--- config.mk ---
export PLATFORM = sky130hd
export DESIGN_NAME = tag_match_ecc
export DESIGN_NICKNAME = d
export VERILOG_FILES = /design/src/rtl/tagcmp_pkg.sv /design/src/rtl/tagcmp_encoder.sv /design/src/rtl/tagcmp_sat_add.sv /design/src/rtl/tagcmp_sat_tree.sv /design/src/rtl/tagcmp_classify.sv /design/src/rtl/tag_match_ecc.sv
export SDC_FILE = /design/constraint.sdc
export NUM_CORES = 1
export LEC_CHECK = 0
export ABC_AREA = 1
export BUFFER_PORTS_ARGS = -buffer_cell sky130_fd_sc_hd__buf_4
export CORE_MARGIN = 3
export CORE_UTILIZATION = 45
export DETAILED_ROUTE_END_ITERATION = 16
export HOLD_SLACK_MARGIN = 0.05
export PLACE_DENSITY_LB_ADDON = 0.08
export RECOVER_POWER = 50
export SLEW_MARGIN = 20
export SYNTH_ARGS = -nofsm -noshare
export SYNTH_HDL_FRONTEND = slang
export SYNTH_SLANG_ARGS = --single-unit
--- constraint.sdc ---
create_clock -name clk -period 3.2 [get_ports clk]
set_input_delay 0.16 -clock clk [delete_from_list [all_inputs] [get_ports clk]]
set_output_delay 0.16 -clock clk [all_outputs]
set_load 0.005 [all_outputs]
--- src/rtl/tagcmp_pkg.sv ---
package tagcmp_pkg;

   // true when x is a positive power of two
   function automatic bit is_pow2(input int x);
      return (x > 0) && ((x & (x - 1)) == 0);
   endfunction

   // number of Hamming check bits needed for k data bits
   function automatic int check_bits(input int k);
      int p;
      p = 0;
      while ((1 << p) < (k + p + 1)) p++;
      return p;
   endfunction

   // full extended codeword width: data, check bits, overall parity
   function automatic int codeword_width(input int k);
      return k + check_bits(k) + 1;
   endfunction

   // codeword position holding data bit idx (skips powers of two and 0)
   function automatic int data_slot(input int idx);
      int seen;
      int r;
      seen = 0;
      r    = 0;
      for (int pos = 1; pos <= idx + 64; pos++) begin
         if (!is_pow2(pos)) begin
            if (seen == idx) r = pos;
            seen++;
         end
      end
      return r;
   endfunction

endpackage

--- src/rtl/tagcmp_encoder.sv ---
module tagcmp_encoder #(
   parameter int TAG_W = 16,
   parameter int CW_W  = tagcmp_pkg::codeword_width(TAG_W)
) (
   input  logic [TAG_W-1:0] tag_i,
   output logic [CW_W-1:0]  code_o
);
   localparam int P = CW_W - TAG_W - 1;

   logic [CW_W-1:0] spread;
   logic [P-1:0]    chk;

   // scatter data bits into non-power-of-two positions
   always_comb begin
      spread = '0;
      for (int i = 0; i < TAG_W; i++) spread[tagcmp_pkg::data_slot(i)] = tag_i[i];
   end

   // check bit b covers every position whose index has bit b set
   always_comb begin
      chk = '0;
      for (int b = 0; b < P; b++) begin
         for (int pos = 1; pos < CW_W; pos++) begin
            if (((pos >> b) & 1) == 1) chk[b] = chk[b] ^ spread[pos];
         end
      end
   end

   always_comb begin
      code_o = spread;
      for (int b = 0; b < P; b++) code_o[1 << b] = chk[b];
      code_o[0] = ^{spread, chk};
   end

endmodule

--- src/rtl/tagcmp_sat_add.sv ---
module tagcmp_sat_add #(
   parameter int CNT_W = 2,
   parameter int CAP   = 3
) (
   input  logic [CNT_W-1:0] a_i,
   input  logic [CNT_W-1:0] b_i,
   output logic [CNT_W-1:0] s_o
);
   localparam logic [CNT_W:0] CAP_X = (CNT_W + 1)'(CAP);

   logic [CNT_W:0] full;

   assign full = {1'b0, a_i} + {1'b0, b_i};
   assign s_o  = (full > CAP_X) ? CAP_X[CNT_W-1:0] : full[CNT_W-1:0];

endmodule

--- src/rtl/tagcmp_sat_tree.sv ---
module tagcmp_sat_tree #(
   parameter int VEC_W = 22,
   parameter int RMAX  = 2,
   parameter int CNT_W = $clog2(RMAX + 2)
) (
   input  logic [VEC_W-1:0] diff_i,
   output logic [CNT_W-1:0] count_o
);
   localparam int CAP    = RMAX + 1;
   localparam int PAIRS  = (VEC_W + 1) / 2;
   localparam int LEAVES = (PAIRS <= 1) ? 1 : (1 << $clog2(PAIRS));
   localparam int NODES  = 2 * LEAVES - 1;

   logic [CNT_W-1:0] node [NODES];

   // leaf level: one half adder per adjacent bit pair
   for (genvar i = 0; i < LEAVES; i++) begin : g_leaf
      if (2 * i + 1 < VEC_W) begin : g_pair
         assign node[LEAVES - 1 + i] =
            CNT_W'({diff_i[2*i] & diff_i[2*i+1], diff_i[2*i] ^ diff_i[2*i+1]});
      end else if (2 * i < VEC_W) begin : g_single
         assign node[LEAVES - 1 + i] = CNT_W'(diff_i[2*i]);
      end else begin : g_pad
         assign node[LEAVES - 1 + i] = '0;
      end
   end

   // inner levels: saturating adders, heap-indexed
   for (genvar j = 0; j < LEAVES - 1; j++) begin : g_inner
      tagcmp_sat_add #(
         .CNT_W (CNT_W),
         .CAP   (CAP)
      ) u_add (
         .a_i (node[2*j+1]),
         .b_i (node[2*j+2]),
         .s_o (node[j])
      );
   end

   assign count_o = node[0];

endmodule

--- src/rtl/tagcmp_classify.sv ---
module tagcmp_classify #(
   parameter int TMAX  = 1,
   parameter int RMAX  = 2,
   parameter int CNT_W = $clog2(RMAX + 2)
) (
   input  logic             clk,
   input  logic             rst_n,
   input  logic             req_i,
   input  logic             valid_i,
   input  logic [CNT_W-1:0] dist_i,
   output logic             hit_o,
   output logic             corr_hit_o,
   output logic             fault_o,
   output logic             miss_o
);
   localparam logic [CNT_W-1:0] T_C = CNT_W'(TMAX);
   localparam logic [CNT_W-1:0] R_C = CNT_W'(RMAX);

   logic in_corr, in_det, live;
   logic hit_n, corr_n, fault_n, miss_n;

   assign live    = req_i & valid_i;
   assign in_corr = (dist_i <= T_C);
   assign in_det  = (dist_i > T_C) & (dist_i <= R_C);

   assign hit_n   = live & in_corr;
   assign corr_n  = live & in_corr & (dist_i != '0);
   assign fault_n = live & in_det;
   assign miss_n  = req_i & (~valid_i | (dist_i > R_C));

   always_ff @(posedge clk or negedge rst_n) begin
      if (!rst_n) begin
         hit_o      <= 1'b0;
         corr_hit_o <= 1'b0;
         fault_o    <= 1'b0;
         miss_o     <= 1'b0;
      end else begin
         hit_o      <= hit_n;
         corr_hit_o <= corr_n;
         fault_o    <= fault_n;
         miss_o     <= miss_n;
      end
   end

   assert_one_outcome_R8: assert property (@(posedge clk) disable iff (!rst_n)
      $onehot0({hit_o, fault_o, miss_o}));

   assert_corr_inside_hit_R8: assert property (@(posedge clk) disable iff (!rst_n)
      corr_hit_o |-> hit_o);

   assert_idle_quiet_R2: assert property (@(posedge clk) disable iff (!rst_n)
      !req_i |=> !(hit_o || corr_hit_o || fault_o || miss_o));

   assert_fault_needs_valid_R7: assert property (@(posedge clk) disable iff (!rst_n)
      fault_o |-> $past(valid_i));

endmodule

--- src/rtl/tag_match_ecc.sv ---
module tag_match_ecc #(
   parameter  int TAG_W = 16,
   parameter  int TMAX  = 1,
   parameter  int RMAX  = 2,
   localparam int CW_W  = tagcmp_pkg::codeword_width(TAG_W)
) (
   input  logic             clk,
   input  logic             rst_n,
   input  logic             req_i,
   input  logic             entry_valid_i,
   input  logic [TAG_W-1:0] probe_tag_i,
   input  logic [CW_W-1:0]  stored_code_i,
   input  logic [TAG_W-1:0] wr_tag_i,
   output logic [CW_W-1:0]  wr_code_o,
   output logic             hit_o,
   output logic             corr_hit_o,
   output logic             fault_o,
   output logic             miss_o
);
   localparam int CNT_W = $clog2(RMAX + 2);
   localparam int CAP   = RMAX + 1;
   localparam logic [CNT_W-1:0] CAP_C = CNT_W'(CAP);

   // elaboration-time parameter checks
   if (TAG_W < 2) begin : g_bad_width
      $error("tag_match_ecc: TAG_W must be at least 2");
   end
   if (TMAX < 0 || RMAX < 1 || TMAX >= RMAX) begin : g_bad_thresholds
      $error("tag_match_ecc: need 0 <= TMAX < RMAX and RMAX >= 1");
   end

   logic [CW_W-1:0]  probe_code;
   logic [CW_W-1:0]  diff_w;
   logic [CNT_W-1:0] dist_w;

   // write-side encoder
   tagcmp_encoder #(.TAG_W(TAG_W), .CW_W(CW_W)) u_wr_enc (
      .tag_i  (wr_tag_i),
      .code_o (wr_code_o)
   );

   // lookup-side encoder
   tagcmp_encoder #(.TAG_W(TAG_W), .CW_W(CW_W)) u_probe_enc (
      .tag_i  (probe_tag_i),
      .code_o (probe_code)
   );

   assign diff_w = probe_code ^ stored_code_i;

   tagcmp_sat_tree #(.VEC_W(CW_W), .RMAX(RMAX), .CNT_W(CNT_W)) u_tree (
      .diff_i  (diff_w),
      .count_o (dist_w)
   );

   tagcmp_classify #(.TMAX(TMAX), .RMAX(RMAX), .CNT_W(CNT_W)) u_cls (
      .clk        (clk),
      .rst_n      (rst_n),
      .req_i      (req_i),
      .valid_i    (entry_valid_i),
      .dist_i     (dist_w),
      .hit_o      (hit_o),
      .corr_hit_o (corr_hit_o),
      .fault_o    (fault_o),
      .miss_o     (miss_o)
   );

   assert_count_exact_R5: assert property (@(posedge clk) disable iff (!rst_n)
      (dist_w < CAP_C) |-> (int'(dist_w) == $countones(diff_w)));

   assert_count_saturates_R6: assert property (@(posedge clk) disable iff (!rst_n)
      (dist_w == CAP_C) |-> ($countones(diff_w) >= CAP));

   assert_exact_hit_R3: assert property (@(posedge clk) disable iff (!rst_n)
      (req_i && entry_valid_i && diff_w == '0) |=> (hit_o && !corr_hit_o));

   assert_invalid_miss_R7: assert property (@(posedge clk) disable iff (!rst_n)
      (req_i && !entry_valid_i) |=> (miss_o && !fault_o));

endmodule

==> results.md <==
* Number of H-tree levels at 1
* CP max stage delay at 430 ps
* Clock transition at path regs at 30 ps
* Initial Util at 47.1%
* Layout cells sized above 1 at 36.3%
* Average cell area after synthesis at 5.47 sq um
* TritonCTS Buffers at 3
* Status: finished with violations
* Nets@finish at 667
* Initial antenna violation count at 0
* Max-cap violations at 0
* Via Count at 2960
* Critical Path Source Type: input port
* Number of flops mapped to enable cells by yosys at 0
* DRC Markers at 0
* Critical Path Start: probe_tag_i[6]
* Syn_nets at 572
* Die X at 82.6 um
* Core ar. at 5610 sq um
* Vias in the first global route at 2584
* Largest net degree at the start of global routing at 10
* Global-route wire length before repair at 10400 um
* Comb pwr share at 91.2%
* Flops & latches, synth at 4
* RSZ-0062 raised after global routing: yes
* Failing checks: negative setup slack
* Max IR drop VDD at 0.000521 V
* Final Cycle Share at 144%
* # fillers at 556
* Clock share of power at 5.1%
* Top cells by area, synth: nand2_1 (31%), inv_1 (12%), ha_1 (9.9%)
* Clock Tree Buf Depth at 2
* IO Port Bufs at 83
* WL final at 6540 um
* Pwr per Cell Area at 543 nW/um^2
* GRT Total Usage at 19.0%
* CTS tree: yes
* Cell variety after synth at 20
* Starting DRT DRC Count at 76
* Vias/cell at 4.57
* Die area at 6820 sq um
* Tot Pwr at 2.03 mW
* Tmin final at 4620 ps
* Dpl hpwl at 5630 um
* I/O pin count at 84
* Critical path class: in2reg
* Top cell by count, worst path: nand2_1
* Std cell rows at 27
* Sw frac at 46.9%
* Synthesis-to-finish area growth at 41.7%
* Final Wtd Congestion at 0.856
* Synthesized area at 2640 sq um
* Wire length per cell at 10.1 um
* Cell Int Power at 1.08 mW
* Switching power at 0.953 mW
* Clk sinks at 4
* Reg power frac at 3.7%
* Leakage at 2.28 nW
* WP data arrival at 4750 ps
* Chip height at 82.6 um
* PnR worst setup slack at -1420 ps
* Synth top cells by count: nand2_1 (216), inv_1 (82), nand3_1 (33)
* Post-Syn Instances at 483
* DRT Pass-1 Iters at 4
* Diode count at 0
* Slowest-stage cell, CP: fa_1
* Hold path start: entry_valid_i
* FMAX at 216 MHz
* Clk root buf: clkbuf_8
* Top-count cell post-synth: nand2_1
* Syn. warnings at 0
* Post-Place Worst Slack at -1740 ps
* Worst Max-Slew Pin Slew at 249 ps
* Synth Flop Type: dfrtp_1
* CP required at 3330 ps
* Slew Limit Headroom at 83.3%
* Final setup vio count at 4
* Max Slew Vio Count at 0
* Routed Antenna Nets at 0
* Yosys top cell area share at 30.7%
* Grt ovf at 0
* Area leader, netlist: nand2_1
* Fraction of registers with async set/reset at 100%
* Worst-path maximum fanout at 5
* Sequential area share after synthesis at 3.79%
* Fin. Hold Viols at 0
* CP Capture Type: flop
* Min-delay worst type: in2reg
==> power by group through the flow <==
stage / clock, mW / sequential [mW] / combinational (mW)
finish: 0.104 / 0.0753 / 1.85
global route: 0.111 / 0.0784 / 2.15
CTS: 0.107 / 0.0757 / 1.82
detailed placement: 0 / 0.0763 / 1.68
global placement: 0 / 0.0754 / 1.63
floorplan: 0 / 0.0783 / 1.25
==> critical path, delay by kind of cell <==
kind / cells / cell delay [ps]
AO/OA/AOI/OAI: 1 / 120
buffers and inverters: 5 / 280
AND/OR/NAND/NOR: 18 / 1800
adder cells (fa/ha/maj): 9 / 2370
==> per-layer routing <==
layer	wire, um	up-vias	GRT usage, %
li1	-	1600	-
met1	3000	1289	25.7
met2	3090	69	33.3
met3	420	2	1.41
met4	31	0	2.78
met5	0	-	0
==> layout make-up <==
cell class / instances / area (sq um) / share of cell area, %
clock buffers: 3 / 41.3 / 1.10
well taps: 72 / 90.1 / 2.41
multi-input cells: 366 / 2300 / 61.4
repair buffers: 111 / 856 / 22.9
inverters: 92 / 358 / 9.56
flip-flops and latches: 4 / 100 / 2.67
==> sequential cells by signal, summed over array words and instances, names as in the netlist <==
register and count:
u_cls.hit_o 1, u_cls.corr_hit_o 1, u_cls.miss_o 1, u_cls.fault_o 1
==> through the flow <==
stage / hold WS (ps) / cell area, sq um / TNS [ps] / utilization (%) / cells
2_1_floorplan: -136 / 2730 / -5380 / - / 483
3_3_place_gp: -44.7 / 3430 / -6320 / 61.2 / 639
3_5_place_dp: -41.8 / 3430 / -6640 / 61.2 / 639
4_1_cts: 128 / 3630 / -5220 / 64.7 / 645
5_1_grt: 132 / 3740 / -6250 / 66.8 / 648
6_report: 133 / 3740 / -5470 / 66.8 / 648
==> cells by family (layout without fill, tap and decap cells) <==
| logic type | after synthesis | in the layout | synth area share [%] |
|---|---|---|---|
| xor gates and xnor gates | 37 | 37 | 12.3 |
| and+or+nand+nor | 297 | 297 | 47.2 |
| AOI/OAI and AO/OA | 1 | 1 | 0.284 |
| adders and majority gates | 31 | 31 | 17.5 |
| DFF | 4 | 4 | 3.79 |
| buffers and inverters | 113 | 206 | 18.9 |
==> what timing repair did <==
| action | 4_1_cts | 5_1_grt |
|---|---|---|
| hold buffers | 1 | 0 |
| endpoints found under the setup margin | 4 | 4 |
| setup buffers | 2 | 3 |
| pin swaps | 24 | 25 |
| gates resized for setup | 48 | 40 |
| gates cloned | 0 | 0 |
| hold endpoints to repair | 4 | 0 |
==> final timing paths <==
kind                                           end  cells past startpoint
worst max-delay path        u_cls.miss_o$_DFF_PN0_                     33
worst min-delay path        u_cls.miss_o$_DFF_PN0_                      2
max in group asynchronous   u_cls.miss_o$_DFF_PN0_                      2
min in group asynchronous  u_cls.fault_o$_DFF_PN0_                      2
==> cells in the final DEF (no fill, tap or decap), types with 2 or more instances in the layout <==
cell      count
xnor2_1       9
inv_1        67
nor2_2        2
nand3_1      29
clkbuf_8      3
buf_4        87
clkbuf_1      9
xor2_1       25
clkbuf_4      3
nand3b_1      3
nand2_1     179
nand2_4       5
or2_4         5
nor2_4        2
nand3_2       8
xnor2_2       2
buf_6         9
fa_1          7
nand2_2      45
nor2_1       15
ha_1         17
ha_4          3
inv_2        21
dfrtp_1       4
fa_2          3
inv_4         3
(Power assumes the default switching activity.)
